### config.mk
export PLATFORM = sky130hd
export DESIGN_NAME = spi_rx_ctrl
export DESIGN_NICKNAME = d
export VERILOG_FILES = /design/src/rtl/spi_rx_pkg.sv /design/src/rtl/spi_rx_sync.sv /design/src/rtl/spi_rx_shift.sv /design/src/rtl/spi_rx_ctrl.sv
export SDC_FILE = /design/constraint.sdc
export NUM_CORES = 1
export LEC_CHECK = 0
export BUFFER_PORTS_ARGS = -buffer_cell sky130_fd_sc_hd__buf_2
export CAP_MARGIN = 20
export CORE_ASPECT_RATIO = 0.75
export CORE_MARGIN = 4
export CORE_UTILIZATION = 58
export DETAILED_ROUTE_END_ITERATION = 10
export GPL_ROUTABILITY_DRIVEN = 0
export PLACE_DENSITY = 0.88
export SYNTH_ARGS = -nofsm -noshare
export SYNTH_HDL_FRONTEND = slang
export SYNTH_SLANG_ARGS = --single-unit
### constraint.sdc
create_clock -name clk -period 4.2 [get_ports clk]
set_input_delay 0.21 -clock clk [delete_from_list [all_inputs] [get_ports clk]]
set_output_delay 0.21 -clock clk [all_outputs]
set_load 0.03 [all_outputs]
### src/rtl/spi_rx_pkg.sv
`timescale 1ns/1ps
package spi_rx_pkg;
    typedef enum logic [1:0] {
        ST_OFF  = 2'd0,
        ST_IDLE = 2'd1,
        ST_GRAB = 2'd2,
        ST_IRQ  = 2'd3
    } rx_state_e;
endpackage

### src/rtl/spi_rx_sync.sv
`timescale 1ns/1ps
// Multi-bit, per-bit independent synchronizer chain.
module spi_rx_sync #(
    parameter int              W       = 3,
    parameter int              STAGES  = 2,
    parameter logic [W-1:0]    RST_VAL = '0
) (
    input  logic         clk,
    input  logic         rst_n,
    input  logic [W-1:0] async_i,
    output logic [W-1:0] sync_o
);
    for (genvar g = 0; g < W; g++) begin : g_bit
        logic [STAGES-1:0] chain_q;
        always_ff @(posedge clk or negedge rst_n) begin
            if (!rst_n) chain_q <= {STAGES{RST_VAL[g]}};
            else        chain_q <= {chain_q[STAGES-2:0], async_i[g]};
        end
        assign sync_o[g] = chain_q[STAGES-1];
    end
endmodule

### src/rtl/spi_rx_shift.sv
`timescale 1ns/1ps
// Character shifter with bit counter, MSB first.
module spi_rx_shift #(
    parameter int DATA_W = 8,
    parameter int CNT_W  = 3
) (
    input  logic              clk,
    input  logic              rst_n,
    input  logic              clr_i,
    input  logic              shift_i,
    input  logic              bit_i,
    output logic [DATA_W-1:0] word_nxt_o,
    output logic              last_o
);
    typedef struct packed {
        logic [DATA_W-1:0] sh;
        logic [CNT_W-1:0]  cnt;
    } shf_t;

    shf_t shf_d, shf_q;

    always_comb begin
        shf_d = shf_q;
        if (shift_i) begin
            shf_d.sh  = {shf_q.sh[DATA_W-2:0], bit_i};
            shf_d.cnt = (shf_q.cnt == CNT_W'(DATA_W-1)) ? '0 : shf_q.cnt + 1'b1;
        end else if (clr_i) begin
            shf_d.cnt = '0;
        end
    end

    always_ff @(posedge clk or negedge rst_n) begin
        if (!rst_n) shf_q <= '0;
        else        shf_q <= shf_d;
    end

    assign word_nxt_o = {shf_q.sh[DATA_W-2:0], bit_i};
    assign last_o     = (shf_q.cnt == CNT_W'(DATA_W-1));
endmodule

### src/rtl/spi_rx_ctrl.sv
`timescale 1ns/1ps
// Receive enable controller: master / three-wire slave / four-wire slave.
module spi_rx_ctrl #(
    parameter int DATA_W      = 8,
    parameter int SYNC_STAGES = 2
) (
    input  logic              clk,
    input  logic              pwr_clr_n,
    input  logic              soft_rst,
    input  logic              mod_en,
    input  logic              is_master,
    input  logic              four_pin,
    input  logic              txbuf_wr,
    input  logic              flag_clr,
    input  logic              sclk,
    input  logic              sdi,
    input  logic              ss_n,
    output logic [DATA_W-1:0] rx_data,
    output logic              rx_done,
    output logic              overrun,
    output logic [1:0]        state_o
);
    import spi_rx_pkg::*;

    localparam int CNT_W = (DATA_W > 2) ? $clog2(DATA_W) : 1;

    typedef struct packed {
        rx_state_e         state;
        logic              sclk_prev;
        logic [DATA_W-1:0] rx_data;
        logic              rx_done;
        logic              overrun;
    } ctl_t;

    ctl_t ctl_d, ctl_q;

    logic [2:0]        syn;
    logic              sclk_s, sdi_s, ss_s;
    logic              shift_en, shift_clr, last_bit;
    logic [DATA_W-1:0] word_nxt;
    logic              rise, run, halt4, slave_go;

    spi_rx_sync #(
        .W      (3),
        .STAGES (SYNC_STAGES),
        .RST_VAL(3'b100)
    ) i_sync (
        .clk    (clk),
        .rst_n  (pwr_clr_n),
        .async_i({ss_n, sdi, sclk}),
        .sync_o (syn)
    );

    assign sclk_s = syn[0];
    assign sdi_s  = syn[1];
    assign ss_s   = syn[2];

    spi_rx_shift #(
        .DATA_W(DATA_W),
        .CNT_W (CNT_W)
    ) i_shift (
        .clk       (clk),
        .rst_n     (pwr_clr_n),
        .clr_i     (shift_clr),
        .shift_i   (shift_en),
        .bit_i     (sdi_s),
        .word_nxt_o(word_nxt),
        .last_o    (last_bit)
    );

    always_comb begin
        ctl_d           = ctl_q;
        shift_en        = 1'b0;
        rise            = sclk_s & ~ctl_q.sclk_prev;
        run             = mod_en & ~soft_rst;
        halt4           = ~is_master & four_pin & ss_s;
        slave_go        = ~is_master & (~four_pin | ~ss_s) & rise;
        ctl_d.sclk_prev = sclk_s;

        if (flag_clr || soft_rst) begin
            ctl_d.rx_done = 1'b0;
            ctl_d.overrun = 1'b0;
        end

        if (!run) begin
            ctl_d.state = ST_OFF;
        end else begin
            case (ctl_q.state)
                ST_OFF: ctl_d.state = ST_IDLE;
                ST_IDLE: begin
                    if (is_master) begin
                        if (txbuf_wr) ctl_d.state = ST_GRAB;
                    end else if (slave_go) begin
                        shift_en    = 1'b1;
                        ctl_d.state = ST_GRAB;
                    end
                end
                ST_GRAB: begin
                    if (halt4) begin
                        ctl_d.state = ST_IDLE;
                    end else if (rise) begin
                        shift_en = 1'b1;
                        if (last_bit) begin
                            ctl_d.state   = ST_IRQ;
                            ctl_d.rx_data = word_nxt;
                            ctl_d.overrun = ctl_d.overrun | (ctl_q.rx_done & ~flag_clr);
                            ctl_d.rx_done = 1'b1;
                        end
                    end
                end
                default: ctl_d.state = ST_IDLE;
            endcase
        end

        shift_clr = (ctl_d.state != ST_GRAB);
    end

    always_ff @(posedge clk or negedge pwr_clr_n) begin
        if (!pwr_clr_n) begin
            ctl_q <= '{state: ST_OFF, sclk_prev: 1'b0, rx_data: '0,
                       rx_done: 1'b0, overrun: 1'b0};
        end else begin
            ctl_q <= ctl_d;
        end
    end

    assign rx_data = ctl_q.rx_data;
    assign rx_done = ctl_q.rx_done;
    assign overrun = ctl_q.overrun;
    assign state_o = ctl_q.state;
endmodule

## Word level (Yosys, flattened, before mapping)

Cells that the tools add are included.
W data, S select, Z words.

- Bits in registers: 29
- Bits in latches: 0
- Memory bits (writable): 0
- Bits in read-only memories: 0
- Input bits: 11
- Output and inout bits: 12
- Word-level logic and storage cells: 57
- Memories: 0

- $add $sub $neg: 1
- Multipliers: 0
- Divide/modulo/power cells: 0
- $lt $le $gt $ge: 0
- Equal/unequal tests: 4
- Shifts and indexed selects: 0
- Muxes and demuxes: 23
- Bitwise gates (word level): 16
- Reduce and logical (&&, ||, !) cells: 3

Operators by type and width:

| cell | number |
|---|---|
| $mux W2 | 13 |
| $mux W3 | 3 |
| $and A1 B1 Y1 | 7 |
| $not A1 Y1 | 7 |
| $mux W1 | 5 |
| $reduce_and A5 Y1 | 1 |
| $pmux W2 S2 | 1 |
| $add A3 B1 Y3 const B | 1 |
| $eq A3 B3 Y1 const B | 1 |
| $eq A2 B1 Y1 const B | 1 |
| $eq A2 B2 Y1 const B | 1 |
| $ne A2 B2 Y1 const B | 1 |
| $or A1 B1 Y1 | 2 |
| $pmux W1 S2 | 1 |
| $reduce_bool A2 Y1 | 1 |
| $logic_or A1 B1 Y1 | 1 |

## Longest topological paths before layout

Gate-level depths: netlist of the first run.

- Word-level depth: 11
- Depth in mapped cells: 7
- Mapped depth without buffers: 7

## Hierarchy

Synthesis of the first run repeated with hierarchy kept, for this count alone.

- Cells, all modules: 102
- Area total of the unflattened synthesis: 1,375.1 um^2

By module, submodules not included:

| module | times used | cells each | area each (um^2) | sequential area each (um^2) |
|---|---|---|---|---|
| spi_rx_ctrl | 1 | 60 | 710.7 | 325.3 |
| spi_rx_shift | 1 | 33 | 489.2 | 250.2 |
| spi_rx_sync | 1 | 9 | 175.2 | 152.6 |

## Least setup slack after synthesis of the first run

OpenSTA, ideal clock, no wires.

- Path type: reg2reg
- From: register i_shift.shf_q[0] (netlist bit)
- To: register ctl_q (netlist bit rx_data[0])
- Setup time: 0.125 ns
- Arrival time: 1.517 ns
- Required time: 4.075 ns
- Path slack: 2.558 ns
- Stages on the path, launching flop included: 7
- Buffers on the path: 1
- Clock period less this slack: 1.642 ns
- Cell sequence: dfrtp_1 ha_1 ha_1 nand3b_1 or3_1 buf_6 mux2_4

- Longest elaborated chain between the ends: 2

Ends and longest elaborated chain:

| what | line | text |
|---|---|---|
| start, declared | spi_rx_shift.sv:20 | `shf_t shf_d, shf_q;` |
| start signal, assigned | spi_rx_shift.sv:33 | `if (!rst_n) shf_q <= '0;` |
| start signal, assigned | spi_rx_shift.sv:34 | `else shf_q <= shf_d;` |
| $eq A3 B3 Y1 | spi_rx_shift.sv:38 | `assign last_o = (shf_q.cnt == CNT_W'(DATA_W-1));` |
| $reduce_and A5 Y1 (no line) | - |  |
| end signal, assigned | spi_rx_ctrl.sv:120 | `ctl_q <= '{state: ST_OFF, sclk_prev: 1'b0, rx_data: '0,` |
| end signal, assigned | spi_rx_ctrl.sv:123 | `ctl_q <= ctl_d;` |
| end, declared | spi_rx_ctrl.sv:35 | `ctl_t ctl_d, ctl_q;` |

Every way passes these cells.
A chain may end at the register's enable or synchronous reset.

## Worst setup path in the final report of the first run

- From: register i_shift.shf_q[0] (netlist bit)
- To: register ctl_q (netlist bit rx_data[3])

The elaborated chain is that of the path after synthesis.

==> results of run 1 <==
## worst reg2reg max path, stage by stage, from the launching register on
cell and delay, ns:
dfrtp_1 0.39, ha_1 0.18, ha_1 0.19, nand3b_1 0.10, or3_1 0.62, mux2_4 0.39
## logic make-up (layout without fill, tap and decap cells)
family | Yosys count | in the layout | synth area share (%)
DFF | 29 | 29 | 55.80
adders and majority gates | 4 | 4 | 3.835
and+or+nand+nor | 14 | 14 | 6.616
AOI/OAI and AO/OA | 17 | 17 | 9.012
buffers and inverters | 20 | 42 | 9.492
muxes | 15 | 15 | 15.25
## report_power, final
group	total [W]	internal (W)	switching, W
clock network	0.000156	0.0000635	0.0000925
logic	0.0000256	0.0000106	0.0000149
registers	0.000286	0.000284	0.00000228
total	0.000468	0.000358	0.000110
## per-stage QoR
step / worst slack (ns) / instance area (sq um) / total power [W]
detailed placement: 2.262 / 1351 / 0.0003152
floorplan: 2.558 / 1305 / 0.0003018
global placement: 2.282 / 1351 / 0.0003137
CTS: 2.239 / 1443 / 0.0004729
finish: 2.229 / 1443 / 0.0004680
global route: 2.089 / 1443 / 0.0004954
## final cells by class
cell class / count / area [sq um]
Timing Repair Buffer: 26 / 150.1
Clock inverter: 2 / 10.01
Clock buffer: 6 / 41.29
Sequential cell: 29 / 728.2
Multi-Input combinational cell: 50 / 452.9
Inverter: 8 / 30.03
Tap cell: 24 / 30.03
Fill cell: 158 / 624.3
## worst paths after layout
path	start	end	slack [ns]	cells past startpoint
min in group asynchronous	pwr_clr_n	rx_data[0]	0.41	2
max in group asynchronous	pwr_clr_n	ctl_q[10]	3.38	2
setup reg to reg	i_shift.shf_q[0]	rx_data[3]	2.23	5
setup / recovery	i_shift.shf_q[0]	rx_data[3]	2.23	5
hold / removal	flag_clr	overrun	0.04	2
hold reg to reg	i_sync.g_bit[0].chain_q[0]	i_sync.g_bit[0].chain_q[1]	0.35	0
## synthesized netlist by cell type, drive strengths merged
cell | count | area (sq um)
a2bb2oi | 1 | 8.760
buf | 12 | 93.84
ha | 4 | 50.05
o31ai | 2 | 15.01
and2b | 1 | 7.510
nor2 | 2 | 10.01
a32oi | 1 | 8.760
inv | 8 | 30.03
a21oi | 2 | 10.01
dfrtp | 27 | 675.7
nand2b | 1 | 13.76
nor3b | 1 | 7.510
a21o | 1 | 7.510
or3 | 2 | 12.51
nand2 | 4 | 15.01
nand3b | 1 | 7.510
mux2 | 15 | 199.0
and2 | 1 | 6.260
a31oi | 1 | 6.260
o2111ai | 1 | 15.01
a211oi | 1 | 7.510
nand4 | 1 | 6.260
dfstp | 2 | 52.55
o21ai | 4 | 20.01
o22ai | 3 | 18.77
## repair_timing
item                                    CTS  global route
hold buffers                              4             0
resized for setup                         0             0
endpoints found under the hold margin    30             0
endpoints found under the setup margin    0             0
## cell usage in the layout (no fill, tap or decap), types with 2 or more instances in the layout
master         synthesis  final
a21oi_1                2      2
or3_1                  2      2
dlygate4sd3_1          0      4
nand2_1                4      4
dfrtp_1               27     27
clkinv_2               0      2
inv_1                  8      8
o31ai_1                2      2
o22ai_1                3      3
clkbuf_4               0      5
o21ai_0                3      3
dfstp_2                2      2
buf_2                  0     22
mux2_4                 8      8
mux2_2                 7      7
ha_1                   4      4
## metal layers
| layer | GRT usage [%] | share of wire [%] | up-vias |
|---|---|---|---|
| li1 | - | - | 377 |
| met1 | 19.20 | 44 | 368 |
| met2 | 24.78 | 47 | 29 |
| met3 | 9.908 | 6.8 | 5 |
| met4 | 6.960 | 1.9 | 0 |
| met5 | 0 | 0 | - |
## flip-flops by register name, indices dropped and copies added (netlist names)
signal,flops
rx_data,8
i_shift.word_nxt_o,7
i_sync.g_bit.chain_q,6
i_shift.shf_q,3
state_o,2
ctl_q,1
overrun,1
rx_done,1
==> flow_metrics.env, run 1 <==
export IMPL_ioPinCount=23
export IMPL_syn_area_sq_um=1305
export IMPL_finalSetupViolCount=0
export IMPL_power_density_nw_per_um2=324.4
export IMPL_finalSetupTns_ns=0
export IMPL_crit_slowest_cell="or3_1"
export IMPL_cts_tree="built"
export IMPL_grt_overflow_total=0
export IMPL_required_ns=4.42
export IMPL_area_delta_synth_final_pct=10.55
export IMPL_drt_wl_total_mm=2.059
export IMPL_final_cell_count_no_fill=145
export IMPL_cts_max_path_buffers=2
export IMPL_skew_ns=0.01220
export IMPL_path_max_fanout=10
export IMPL_clkTransAtPathRegs_ns=0.08
export IMPL_core_sq_um=2067
export IMPL_synth_seq_area_share_pct=55.80
export IMPL_min_period_ns=1.971
export IMPL_ys_warn_count=0
export IMPL_outcome="completed"
export IMPL_dieHeight_um=49.08
export IMPL_syn_inst=99
export IMPL_grt_usage_pct=16.55
export IMPL_whs_ns=0.04295
export IMPL_clk_latency_ns=0.33
export IMPL_syn_num_nets=114
export IMPL_leakage_nw=0.7699
export IMPL_grt_pass1_wl_mm=3.753
export IMPL_drv_slew=0
export IMPL_cts_max_level=2
export IMPL_antenna_found_initial=0
export IMPL_fmax_ghz=0.5073
export IMPL_antennaDiodeCount=0
export IMPL_grt_pass1_vias=802
export IMPL_worst_pin_slew_ns=0.6037
export IMPL_slew_headroom_pct=59.76
export IMPL_cts_sinks=29
export IMPL_routed_via_density=5.372
export IMPL_firstDrtPassIters=4
export IMPL_ys_types=29
export IMPL_worstSetupStartpointType="register"
export IMPL_path_buf_inv=0
export IMPL_finalCritPeriodShare_pct=46.94
export IMPL_worstSetupEndpointType="register"
export IMPL_drtAntennaViolNets=0
export IMPL_io_buffers=22
export IMPL_drt_iter0_drc=13
export IMPL_drive_above_1_share_pct=40.50
export IMPL_rsz0062_at_grt="no"
export IMPL_dieArea_sq_um=3081
export IMPL_path_common_cell="ha_1"
export IMPL_root_buffer="clkbuf_4"
export IMPL_ys_ff_latch=29
export IMPL_cp_top_family="simple AND/OR/NAND/NOR gates"
export IMPL_hpwl_mm=1.486
export IMPL_final_util_pct=69.79
export IMPL_worst_path_largest_cell_delay_ns=0.62
export IMPL_path_cells="ha_1 -> ha_1 -> nand3b_1 -> or3_1 -> mux2_4"
export IMPL_crit_type="register to register"
export IMPL_rows=14
export IMPL_grt_max_degree=30
export IMPL_via_count=779
export IMPL_initial_core_util_pct=63.14
export IMPL_cts_made_buffers=5
export IMPL_fin_nets=135
export IMPL_drv_cap=0
export IMPL_wire_per_inst_um=14.20
export IMPL_postCtsSetupBuffers=0
export IMPL_synth_avg_cell_area_sq_um=13.18
export IMPL_hold_path_class="primary input to register"
export IMPL_cp_arrival_ns=2.19
export IMPL_dp_cells=133
export IMPL_hold_viol_final=0
export IMPL_drc_errors=0
export IMPL_die_x_um=62.77
export IMPL_ir_worst_vdd_uv=216.2
Note: power is estimated with default switching activity, not from simulation.
==> run 2, diff against run 1 <==
--- a/config.mk
+++ b/config.mk
@@ -9,10 +9,10 @@
 export CAP_MARGIN = 20
 export CORE_ASPECT_RATIO = 0.75
 export CORE_MARGIN = 4
-export CORE_UTILIZATION = 58
+export CORE_UTILIZATION = 54
 export DETAILED_ROUTE_END_ITERATION = 10
 export GPL_ROUTABILITY_DRIVEN = 0
-export PLACE_DENSITY = 0.88
+export PLACE_DENSITY = 0.83
 export SYNTH_ARGS = -nofsm -noshare
 export SYNTH_HDL_FRONTEND = slang
 export SYNTH_SLANG_ARGS = --single-unit
==> constraint.sdc (replaced) <==
create_clock -name clk -period 1.97 [get_ports clk]
set_input_delay 0.0985 -clock clk [delete_from_list [all_inputs] [get_ports clk]]
set_output_delay 0.0985 -clock clk [all_outputs]
set_load 0.03 [all_outputs]
==> run 2 against run 1 <==
Against the previous run: largest power group unchanged; sequential share of layout area fell by 1.7 points; flip-flop and latch count did not move; routed wire length rose by 11%; core utilization fell by 5.1 points; sequential power rose by 110%; critical endpoint is now i_shift.shf_q[0]; count of clock-buffer cells in the layout rose by 1; critical path depth rose by 2; final area rose by 3.6%; combinational power rose by 130%; non-clock buffer count rose by 4.
==> flow_metrics.env, run 2 (synthesized netlist as in run 1, its figures left out) <==
export IMPL_use_met2_pct=27.50
export IMPL_final_cell_mix="dfrtp_1 (27), buf_2 (22), inv_1 (8), mux2_4 (8), mux2_2 (7)"
export IMPL_startpoint="i_shift.shf_q[0]"
export IMPL_fmax_ghz=0.5478
export IMPL_busiest_layer="met2"
export IMPL_leakage_nw=0.7859
export IMPL_routed_via_density=5.247
export IMPL_timing_rr_end="i_shift.shf_q[0]"
export IMPL_fillCellCount=194
export IMPL_drv_cap=0
export IMPL_rsz0062_at_grt="no"
export IMPL_fin_nets=139
export IMPL_cts_tree="built"
export IMPL_grt_usage_pct=16.78
export IMPL_grt_overflow_total=0
export IMPL_grt_pass1_vias=892
export IMPL_final_common_cell="dfrtp_1"
export IMPL_antennaDiodeCount=0
export IMPL_drv_slew=0
export IMPL_postCtsSetupBuffers=0
export IMPL_placed_area_sq_um=1379
export IMPL_rr_startpoint="i_shift.shf_q[0]"
export IMPL_drive_above_1_share_pct=40.32
export IMPL_antenna_found_initial=0
export IMPL_finalSetupViolCount=0
export IMPL_via_count=829
export IMPL_core_sq_um=2308
export IMPL_drt_wl_total_mm=2.279
export IMPL_worstSetupEndpointType="register"
export IMPL_path_max_fanout=3
export IMPL_rows=15
export IMPL_finalPower_w=0.001014
export IMPL_slew_headroom_pct=58.78
export IMPL_initial_core_util_pct=56.53
export IMPL_power_density_nw_per_um2=679.0
export IMPL_holdPathStages=3
export IMPL_hold_buffers=6
export IMPL_area_delta_synth_final_pct=14.48
export IMPL_required_ns=2.19
export IMPL_crit_type="register to register"
export IMPL_cts_max_level=2
export IMPL_finalSetupTns_ns=0
export IMPL_crit_end="i_shift.shf_q[0]"
export IMPL_finalCritPeriodShare_pct=92.66
export IMPL_clkTransAtPathRegs_ns=0.07
export IMPL_clk_latency_ns=0.32
export IMPL_drt_iter0_drc=6
export IMPL_worstHoldStart="mod_en"
export IMPL_final_cell_count_no_fill=158
export IMPL_drtAntennaViolNets=0
export IMPL_die_x_um=64.77
export IMPL_grt_max_degree=30
export IMPL_worst_pin_slew_ns=0.6183
export IMPL_io_buffers=22
export IMPL_cp_arrival_ns=2.05
export IMPL_cts_sinks=29
export IMPL_dieHeight_um=50.58
export IMPL_multi_input_area_sq_um=452.9
export IMPL_cts_max_path_buffers=2
export IMPL_ioPinCount=23
export IMPL_firstDrtPassIters=4
export IMPL_ff2ff_setup_slack_ns=0.14
export IMPL_hold_viol_final=0
export IMPL_r2r_cells=7
export IMPL_largest_reg_flops=8
export IMPL_grt_use_met3_pct=6.488
export IMPL_post_cts_resized=0
export IMPL_min_period_ns=1.825
export IMPL_stdcell_area_sq_um=1494
export IMPL_skew_ns=0.007876
export IMPL_ir_worst_vdd_uv=328.9
export IMPL_drc_errors=0
export IMPL_register_area_sq_um=728.2
export IMPL_outcome="completed"
export IMPL_root_buffer="clkbuf_4"
export IMPL_grt_pass1_wl_mm=3.960
export IMPL_cts_made_buffers=5
export IMPL_worstSetupStartpointType="register"
export IMPL_dp_cells=145
export IMPL_wire_per_inst_um=14.42
export IMPL_grt_use_met1_pct=18.09
export IMPL_dieArea_sq_um=3275
export IMPL_hold_path_class="primary input to register"
## run 2: how the worst min path moves through the flow
| stage | endpoint |
|---|---|
| global placement | rx_data[7] |
| detailed placement | rx_data[7] |
| global route | state_o[0] |
| finish | state_o[0] |
| CTS | state_o[0] |
| floorplan | ctl_q[10] |
## run 2: critical path: stages, from the launching register on
cell	delay, ns
dfrtp_1	0.41
ha_1	0.21
ha_1	0.21
nand3b_1	0.12
o21ai_0	0.12
a32oi_1	0.22
nand4_1	0.20
o21ai_0	0.24
## run 2: layout make-up
class,count,share of cell area (%)
flip-flops and latches,29,48.74
multi-input cells,50,30.32
repair buffers,30,12.40
clock buffers,7,3.685
well taps,34,2.848
inverters,8,2.010
## run 2: routing by layer
layer | up-vias | wire, um
met5 | - | 0
met4 | 0 | 38
met3 | 5 | 163
met2 | 30 | 1129
met1 | 408 | 948
li1 | 386 | -
## run 2: power by group
part	leakage, nW	internal [W]	switching, W
registers	0.386	0.000606	0.00000518
clock network	0.0314	0.000168	0.000177
logic	0.369	0.0000253	0.0000328
## run 2: per-stage QoR
step	util, %	setup slack [ns]	hold slack (ns)
2_1_floorplan	-	0.3278	-0.1971
3_3_place_gp	59.73	0.2681	0.1345
3_5_place_dp	59.73	0.1851	0.1377
4_1_cts	64.72	0.1502	0.03911
5_1_grt	64.72	0.03267	0.05040
6_report	64.72	0.1446	0.05410
==> run 3, diff against run 2 <==
--- a/config.mk
+++ b/config.mk
@@ -7,12 +7,16 @@
 export LEC_CHECK = 0
 export BUFFER_PORTS_ARGS = -buffer_cell sky130_fd_sc_hd__buf_2
 export CAP_MARGIN = 20
+export CELL_PAD_IN_SITES_DETAIL_PLACEMENT = 0
+export CELL_PAD_IN_SITES_GLOBAL_PLACEMENT = 1
 export CORE_ASPECT_RATIO = 0.75
 export CORE_MARGIN = 4
-export CORE_UTILIZATION = 54
+export CORE_UTILIZATION = 43
 export DETAILED_ROUTE_END_ITERATION = 10
 export GPL_ROUTABILITY_DRIVEN = 0
-export PLACE_DENSITY = 0.83
+export GPL_TIMING_DRIVEN = 0
+export PLACE_DENSITY = 0.82
+export REMOVE_ABC_BUFFERS = 1
 export SYNTH_ARGS = -nofsm -noshare
 export SYNTH_HDL_FRONTEND = slang
 export SYNTH_SLANG_ARGS = --single-unit
==> run 3 against run 2 <==
Against the previous run: critical path depth unchanged; register-to-register slack improved by 0.04 ns; final area increased by 5.9%; sequential share of layout area decreased by 2.7 points; power increased by 27%; non-clock buffer count increased by 1; routed wire length decreased by 6.5%; combinational power about the same; critical path type unchanged; critical endpoint unchanged; largest cell class unchanged; highest routed layer unchanged.
==> flow_metrics.env, run 3 (synthesized netlist as in run 1, its figures left out) <==
export IMPL_firstDrtPassIters=4
export IMPL_drive_above_1_share_pct=42.86
export IMPL_grt_max_degree=30
export IMPL_drt_iter0_drc=23
export IMPL_grt_pass1_vias=792
export IMPL_core_sq_um=2914
export IMPL_dp_cells=147
export IMPL_grt_pass1_wl_mm=3.822
export IMPL_worstSetupEndpointType="register"
export IMPL_cts_tree="built"
export IMPL_hold_viol_final=0
export IMPL_clk_latency_ns=0.27
export IMPL_drc_errors=0
export IMPL_finalCritPeriodShare_pct=90.42
export IMPL_r2r_cells=7
export IMPL_rr_startpoint="i_shift.shf_q[0]"
export IMPL_path_max_fanout=3
export IMPL_fillCellCount=247
export IMPL_ir_worst_vdd_uv=483.8
export IMPL_grt_overflow_total=0
export IMPL_dieHeight_um=55.71
export IMPL_root_buffer="clkbuf_8"
export IMPL_final_cell_count_no_fill=164
export IMPL_finalSetupTns_ns=0
export IMPL_largest_reg_flops=8
export IMPL_worst_pin_slew_ns=0.6245
export IMPL_cts_sinks=29
export IMPL_via_count=797
export IMPL_worstSetupStartpointType="register"
export IMPL_drv_cap=0
export IMPL_wire_per_inst_um=12.99
export IMPL_routed_via_density=4.860
export IMPL_cp_arrival_ns=1.96
export IMPL_drtAntennaViolNets=0
export IMPL_ioPinCount=23
export IMPL_initial_core_util_pct=44.78
export IMPL_timing_rr_end="i_shift.shf_q[0]"
export IMPL_cts_made_buffers=5
export IMPL_fin_nets=140
export IMPL_area_delta_synth_final_pct=21.19
export IMPL_crit_type="register to register"
export IMPL_skew_ns=0.005084
export IMPL_cts_max_level=2
export IMPL_final_common_cell="dfrtp_1"
export IMPL_leakage_nw=0.8189
export IMPL_required_ns=2.15
export IMPL_slew_headroom_pct=58.37
export IMPL_antenna_found_initial=0
export IMPL_min_period_ns=1.781
export IMPL_hold_path_endpoint="rx_done"
export IMPL_outcome="completed"
export IMPL_finalSetupViolCount=0
export IMPL_drt_wl_total_mm=2.130
export IMPL_power_density_nw_per_um2=814.7
export IMPL_antennaDiodeCount=0
export IMPL_io_buffers=22
export IMPL_clkTransAtPathRegs_ns=0.06
export IMPL_rsz0062_at_grt="no"
export IMPL_final_cell_mix="dfrtp_1 (27), buf_2 (22), inv_1 (8), mux2_4 (8), mux2_2 (7)"
export IMPL_die_x_um=71.61
export IMPL_hold_path_class="primary input to register"
export IMPL_drv_slew=0
export IMPL_holdPathStages=2
export IMPL_cts_max_path_buffers=2
export IMPL_dieArea_sq_um=3989
export IMPL_ff2ff_setup_slack_ns=0.19
export IMPL_rows=17
export IMPL_fmax_ghz=0.5614
export IMPL_hpwl_mm=1.458
export IMPL_grt_usage_pct=12.58
export IMPL_worstHoldStart="soft_rst"
## run 3: cell types whose count changed in the layout (fill, tap and decap cells not counted), sizes merged
cell         change
buf              +2
bufinv           +1
dlygate4sd3      -1
## run 3: worst max-delay path by stage
| stage | from | end | slack, ns | depth (start not counted) |
|---|---|---|---|---|
| 3_5_place_dp | state_o[0] | i_shift.shf_q[0] | 0.003 | 6 |
| 3_3_place_gp | i_shift.shf_q[0] | rx_data[1] | 0.04 | 5 |
| 5_1_grt | i_shift.shf_q[0] | i_shift.shf_q[0] | 0.05 | 7 |
| 6_report | i_shift.shf_q[0] | i_shift.shf_q[0] | 0.19 | 7 |
| 4_1_cts | state_o[0] | i_shift.shf_q[0] | 0.12 | 6 |
| 2_1_floorplan | state_o[0] | i_shift.shf_q[0] | 0.08 | 6 |
## run 3: area by class of cell
type | instances | area (sq um) | share of cell area (%)
sequential | 29 | 728.2 | 46.04
timing repair buffer | 31 | 190.2 | 12.03
tap | 38 | 47.55 | 3.006
multi-input combinational | 50 | 469.2 | 29.67
inverter | 8 | 30.03 | 1.899
clock inverter | 1 | 30.03 | 1.899
clock buffer | 7 | 86.33 | 5.459
## run 3: stage by stage
stage | setup WS [ns] | instance area (sq um) | utilization [%] | hold slack, ns | power [W]
finish | 0.1888 | 1582 | 54.27 | 0.03271 | 0.001289
global route | 0.04551 | 1582 | 54.27 | 0.04019 | 0.001351
CTS | 0.1197 | 1551 | 53.24 | 0.02576 | 0.001310
detailed placement | 0.002960 | 1369 | 46.97 | 0.1614 | 0.0006714
global placement | 0.04248 | 1369 | 46.97 | 0.1446 | 0.0006695
floorplan | 0.07805 | 1211 | - | -0.1971 | 0.0006417
## run 3: per-layer routing
metal	up-vias	track usage [%]	wire length (um)
li1	386	-	-
met1	383	17.38	1029
met2	23	17.28	962
met3	5	4.332	110
met4	0	6.434	28
met5	-	0	0
## run 3: timing repair
item	4_1_cts	5_1_grt
gates resized for setup	2	0
hold buffers	5	0
endpoints found under the setup margin	9	1
endpoints found under the hold margin	31	0
pin swaps	0	1
setup buffers	0	4
## run 3: report_power, final
| group | internal [W] | total (W) | leakage (nW) | switching, W |
|---|---|---|---|---|
| registers | 0.000607 | 0.000611 | 0.386 | 0.00000457 |
| clock network | 0.000411 | 0.000619 | 0.0585 | 0.000208 |
| logic | 0.0000242 | 0.0000581 | 0.375 | 0.0000339 |
## run 3: worst max-delay path, cell delays in order, from the launching register on
cell	delay, ns
dfrtp_1	0.39
ha_1	0.20
ha_1	0.21
nand3b_1	0.11
o21ai_0	0.10
a32oi_1	0.23
nand4_1	0.20
o21ai_0	0.24
